### config.mk
export PLATFORM = sky130hd
export DESIGN_NAME = win_readout_seq
export DESIGN_NICKNAME = d
export VERILOG_FILES = /design/src/rtl/win_readout_seq.sv
export SDC_FILE = /design/constraint.sdc
export NUM_CORES = 1
export LEC_CHECK = 0
export ABC_AREA = 1
export BUFFER_PORTS_ARGS = -buffer_cell sky130_fd_sc_hd__buf_4
export CORE_MARGIN = 3
export CORE_UTILIZATION = 35
export CTS_CLUSTER_SIZE = 14
export DETAILED_ROUTE_END_ITERATION = 10
export PLACE_DENSITY = 0.6
export SLEW_MARGIN = 25
export SYNTH_ARGS = -nofsm -noshare
export SYNTH_HDL_FRONTEND = slang
export SYNTH_SLANG_ARGS = --single-unit
### constraint.sdc
create_clock -name clk -period 6.35 [get_ports clk]
set_input_delay 0.3175 -clock clk [delete_from_list [all_inputs] [get_ports clk]]
set_output_delay 0.3175 -clock clk [all_outputs]
set_load 0.02 [all_outputs]
### src/rtl/win_readout_seq.sv
module win_readout_seq #(
  parameter int COLS = 320,
  parameter int ROWS = 256,
  parameter int WXW  = 8,
  parameter int WYW  = 7,
  localparam int CW  = $clog2(COLS),
  localparam int RW  = $clog2(ROWS)
) (
  input  logic           clk,
  input  logic           rst_n,
  input  logic           frame_go,
  input  logic           line_go,
  input  logic [WXW-1:0] win_x,
  input  logic [WYW-1:0] win_y,
  input  logic [WXW-1:0] span_x,
  input  logic [WYW-1:0] span_y,
  input  logic [2:0]     order,
  input  logic [1:0]     out_mode,
  output logic           pix_valid,
  output logic [RW-1:0]  row_addr,
  output logic [CW-1:0]  col_addr,
  output logic [1:0]     chan,
  output logic           line_end,
  output logic           frame_end
);

  logic [1:0]  gsh_n;
  logic [15:0] cs_n, cw_n, rs_n, rh_n;

  logic [CW:0] c0, cn, cx;
  logic [RW:0] r0, rn, ry;
  logic        rev, inv, rpt, rep, armed, busy;
  logic [1:0]  mode_q;
  logic        last_px, last_row;

  always_comb begin
    gsh_n = (out_mode == 2'b00) ? 2'd1 : (out_mode == 2'b01) ? 2'd2 : 2'd3;
    cs_n  = (span_x == '0) ? 16'd0 : 16'(win_x) << gsh_n;
    cw_n  = (span_x == '0) ? 16'(COLS) : 16'(span_x) << gsh_n;
    rs_n  = (span_y == '0) ? 16'd0 : 16'(win_y) << 1;
    rh_n  = (span_y == '0) ? 16'(ROWS) : 16'(span_y) << 1;
  end

  assign last_px  = busy && (cx == cn - 1'b1);
  assign last_row = (ry == rn - 1'b1) && (!rpt || rep);

  always_ff @(posedge clk) begin
    if (!rst_n) begin
      c0 <= '0; cn <= '0; cx <= '0;
      r0 <= '0; rn <= '0; ry <= '0;
      rev <= 1'b0; inv <= 1'b0; rpt <= 1'b0; rep <= 1'b0;
      mode_q <= 2'b00; armed <= 1'b0; busy <= 1'b0;
    end else if (frame_go) begin
      c0 <= (CW+1)'(cs_n);
      cn <= (CW+1)'(cw_n);
      r0 <= (RW+1)'(rs_n);
      rn <= (RW+1)'(rh_n);
      rev <= order[0]; inv <= order[1]; rpt <= order[2];
      mode_q <= out_mode;
      armed <= 1'b1; busy <= 1'b0;
      cx <= '0; ry <= '0; rep <= 1'b0;
    end else if (busy) begin
      if (cx == cn - 1'b1) begin
        busy <= 1'b0;
        cx   <= '0;
        if (rpt && !rep) begin
          rep <= 1'b1;
        end else begin
          rep <= 1'b0;
          if (ry == rn - 1'b1) armed <= 1'b0;
          else                 ry    <= ry + 1'b1;
        end
      end else begin
        cx <= cx + 1'b1;
      end
    end else if (line_go && armed) begin
      busy <= 1'b1;
    end
  end

  assign pix_valid = busy;
  assign col_addr  = CW'(rev ? c0 + cn - 1'b1 - cx : c0 + cx);
  assign row_addr  = RW'(inv ? r0 + rn - 1'b1 - ry : r0 + ry);
  assign chan      = (mode_q == 2'b00) ? 2'b00 :
                     (mode_q == 2'b01) ? {1'b0, col_addr[0]} : col_addr[1:0];
  assign line_end  = last_px;
  assign frame_end = last_px && last_row;

endmodule

* Word-level counts from Yosys, hierarchy flattened
Index checks and enable logic that the tools add are counted.
** Cells by class
- Add/subtract/negate cells :: 12
- Bitwise logic cells :: 3
- Muxes and demuxes :: 20
- Shift-type cells :: 2
- Reductions and logical operators :: 19
- Equality and inequality tests :: 5
** Operator list (count)
- 2-to-1 mux 9 bit :: 3
- 2-to-1 mux 10 bit :: 2
- adder 9 bit :: 2
- subtractor 9 x 1 -> 9 bit, second input constant :: 2
- adder 8 bit :: 2
- 2-to-1 mux 8 bit :: 2
- adder 10 x 1 -> 10 bit, second input constant :: 1
- == test 10 bit :: 1
- 2-to-1 mux 1 bit :: 10
- << shifter 8 x 2 -> 10 bit :: 1
- subtractor 10 x 1 -> 10 bit, second input constant :: 1
- adder 9 x 1 -> 9 bit, second input constant :: 1
- == test 9 bit :: 1
- << shifter 8 x 2 -> 9 bit :: 1
- subtractor 9 bit :: 1
- logical NOT 8 bit :: 1
- AND reduction 4 bit :: 2
- subtractor 8 x 1 -> 8 bit, second input constant :: 1
- subtractor 8 bit :: 1
- logical NOT 7 bit :: 1
- 2-to-1 mux 2 bit :: 3
- nonzero test 2 bit :: 3
- logical AND 1 bit :: 5
- == test 2 x 1 -> 1 bit, second input constant :: 2
- 7 further kinds :: 11
** Word-level totals
- Register bits :: 63
- Logic and storage cells :: 74
- Output and inout bits :: 22
- Input bits :: 39

* Depth between registers and ports, before layout
- Depth in word-level cells :: 7
- Gate-level depth with buffers :: 16
- Depth with buffers taken out :: 16

* Worst setup path after synthesis
Ideal clock, no wire load.
- Path type :: flip-flop to output port
- Start :: register c0[1]
- End :: output col_addr[7]
- Data required time :: 6.032 ns
- Arrival :: 2.630 ns
- Cell stages (with the launch flop) :: 16
- Path slack :: 3.403 ns
- Cell sequence :: dfxtp_1 inv_1 fa_1 inv_1 ha_1 inv_1 fa_1 inv_1 a21oi_1 o21ai_0 nand2_1 nand2_1 a21oi_1 nand2_1 nand2_1 o21ai_0
** On the way
- Longest elaborated chain between the ends :: 4
** Ends and longest elaborated chain
- from (decl) :: RTL line 30 : logic [CW:0] c0, cn, cx;
- from (signal assigned) :: RTL line 54 : c0 <= (CW+1)'(cs_n);
- adder 9 bit :: RTL line 82 : assign col_addr = CW'(rev ? c0 + cn - 1'b1 - cx : c0 + cx);
- subtractor 9 x 1 -> 9 bit :: RTL line 82
- subtractor 9 bit :: RTL line 82
- 2-to-1 mux 9 bit * :: RTL line 82
- to (decl) :: RTL line 21 : output logic [CW-1:0] col_addr,
Every way passes the cells marked *; elsewhere a longest branch is shown, timed or not.

* Worst setup path in the final report
Same ends and word-level chain as after synthesis.

==> summary.txt <==
Status
  – Status: complete, no violations

Power
  – Worst vdd ir: around 0.14 mV
  – Pint: 0.830 mW
  – P per Cell Area: 203 nW/µm²
  – Reg power frac: 0.342
  – Leak: 2.96 nW
  – Combinational Power Share: 0.257
  – Switch Pwr: 0.393 mW
  – Switching Fraction: 0.321
  – Clock power frac: 0.401

Placed design
  – GPL Wtd Cong: 0.825
  – DP HPWL: 10.5 mm
  – Placed insts: 968
  – Setup WS pre-CTS: about 3400 ps
  – Port bufs: 60

Yosys
  – Number of synthesized flops with an enable pin: 0
  – Post-synthesis mux area share: 0
  – Synth Area in Adders: 0.178
  – Syn_nets: 849
  – Synth area leader: dfxtp_1
  – Simple-Gate Fraction of Synth Area: 0.234
  – Post-synthesis xor/xnor area fraction: 0.0565
  – Main synth FF type: dfxtp_1
  – Post-synthesis sequential area ratio: 0.239
  – Syn_area_per_cell: 6.84 µm²
  – Yosys warnings: 0
  – Synth Area in Compound Gates: 0.170
  – Synth Instances: 748
  – Yosys cell types: 38
  – #FFs+latches synth: 61
  – Share of the synthesized area in the top cell type: 0.239
  – Synth top area cells: dfxtp_1, ha_1, inv_1
  – Mapped cell area: 5110 µm²
  – Post-synth ARST share: 0
  – Largest family of logic cells by synthesized area: simple AND/OR/NAND/NOR gates

Clock tree
  – Clock buffer depth: 2
  – Clk root buf: clkbuf_16
  – Clk slew on worst S/H paths: 60 ps
  – Clock buffer count from CTS: 9
  – CTS Hold Bufs: 0
  – Post-CTS repair timing setup buffer count: 0
  – PostCTS Resize Cnt: 0
  – Worst-skew pair later-pin latency: roughly 330 ps
  – CTS Sinks: 61
  – CTS tree: built
  – CTS H-tree lvls: 3

Floorplanning
  – Core footprint: 14100 µm²
  – Initial Utilization: 0.363
  – Die area: between 15000 and 20000 µm²
  – Die Y: between 100 and 150 µm
  – Row count: 43
  – Die X-Extent: around 130 µm
  – I/O Pins: 61

STA
  – Fmax: 305 MHz
  – Final hold violation count: 0
  – Fin. max-slew vios: 0
  – Relative slew slack: 0.483
  – RSZ-0062 raised after global routing: no
  – Final setup violation count: 0
  – Post-layout min period: around 3300 ps
  – WHS: approximately 210 ps
  – Worst Clk Skew: 7.68 ps
  – Worst Slack Setup Final: 3070 ps
  – Fin crit share: 0.517
  – Worst Tran Pin Value: 775 ps
  – Post-Route Setup TNS: 0 ps

Setup path
  – Critical path class: reg2out
  – CP startpoint kind: register
  – Largest fanout on the critical path: 4
  – Crit end category: output port
  – WP data arrival: 2960 ps
  – CP Data Required Time: 6030 ps

Detailed routing
  – Vias: 4794
  – Routed WL per cell: 13.4 µm
  – Initial DRC count: 272
  – Vias/cell: 4.87
  – Drt drc: 0
  – Final WL: 13.2 mm
  – Remaining antenna violation count after routing: 0
  – First-pass iteration count of the detailed router: 5

Layout
  – Area grow syn2layout: 17.5%
  – Final core utilization: 0.426
  – Non-filler instance count after layout: 984
  – N_diodes: 0
  – Share of cells above drive strength 1: 0.121
  – Fillers: 1507
  – Final #Nets: 900

GRT
  – Initial antenna violation count: 0
  – Largest net degree at the start of global routing: 30
  – Gr usage total: 0.169
  – Vias in the first global route: 4538
  – First-pass GRT wire length: 22.3 mm
  – Total global routing overflow: 0

Job
  – Max Cap Viol: 0

Hold path
  – Worst Hold Class: in2reg
area by class of cell:
| type | count | area [µm²] | share of cell area |
|---|---|---|---|
| Clock inverter | 7 | 76.3 | 0.0127 |
| Clock buffer | 9 | 225 | 0.0375 |
| Sequential cell | 61 | 1220 | 0.203 |
| Inverter | 143 | 537 | 0.0893 |
| Timing Repair Buffer | 61 | 458 | 0.0762 |
| Multi-Input combinational cell | 523 | 3270 | 0.544 |
| Tap cell | 180 | 225 | 0.0375 |
state kept, by name, summed over array words and instances, names as in the netlist:
| register | flops |
|---|---|
| armed | 1 |
| c0 | 9 |
| cn | 10 |
| cx | 10 |
| inv | 1 |
| mode_q | 2 |
| pix_valid | 1 |
| r0 | 7 |
| rep | 1 |
| rev | 1 |
| rn | 8 |
| rpt | 1 |
| ry | 9 |
layer usage:
metal  share of wire  vias to the layer above  global-route usage
li1                -                     2508                   -
met4          0.0099                        0              0.0410
met1            0.54                     2168               0.260
met3           0.047                       10              0.0265
met2            0.40                      108               0.244
met5               0                        -                   0
power groups by stage:
stage | Sequential (mW) | Combinational, mW | Clock, mW
detailed placement | 0.427 | 0.314 | 0
global placement | 0.427 | 0.313 | 0
global route | 0.422 | 0.361 | 0.517
CTS | 0.419 | 0.316 | 0.499
floorplan | 0.419 | 0.222 | 0
finish | 0.419 | 0.314 | 0.490
cell usage in the layout, fill, tap and decap left out, types with 22 or more instances in the layout:
cell type | synthesis | layout
nand2_1 | 133 | 133
o21ai_0 | 56 | 56
nand3_1 | 42 | 42
inv_1 | 133 | 133
buf_4 | 1 | 61
ha_1 | 44 | 44
dfxtp_1 | 61 | 61
xor2_1 | 22 | 22
nor2_1 | 65 | 65
a21oi_1 | 52 | 52
worst paths after layout:
kind | start | to | slack [ps] | cells after the start
worst max register to register | cn[0] | ry[4] | 3920 | 13
worst max-delay path | c0[1] | col_addr[7] | 3070 | 16
worst min register to register | rep | rep | 450 | 2
worst min-delay path | win_y[2] | r0[3] | 210 | 3
Yosys cell counts, types with 5 or more instances:
master and count:
clkbuf_1 13, nand2_1 133, inv_2 7, o221ai_1 5, nor2_2 6, dfxtp_1 61, nand3_1 42, a21oi_1 52
xor2_1 22, ha_1 44, nor2_1 65, o22ai_1 17, buf_2 6, o21ai_0 56, inv_1 133, nand4_1 19
fa_1 18, xnor2_1 11
worst max-delay path, cell delays in order (launching register included):
cell and delay [ps]:
dfxtp_1 400, inv_1 110, fa_1 470, inv_1 60, ha_1 170, inv_1 60, fa_1 350, inv_1 90
a21oi_1 60, o21ai_0 210, nand2_1 100, nand2_1 70, a21oi_1 70, nand2_1 60, nand2_1 40, o21ai_0 150
buf_4 160
per-stage QoR:
stage               total power [mW]  cell area (µm²)
floorplan                      0.641             5110
global placement               0.739             5710
detailed placement             0.741             5710
CTS                             1.23             6010
global route                    1.30             6010
finish                          1.22             6010
kinds of logic after synthesis:
family                   Yosys count
buffers and inverters            164
flip-flops                        61
adder cells (fa/ha/maj)           62
AO/OA/AOI/OAI                    152
XOR/XNOR                          33
AND/OR/NAND/NOR                  276
No activity file was read; power rests on OpenSTA's default activity.
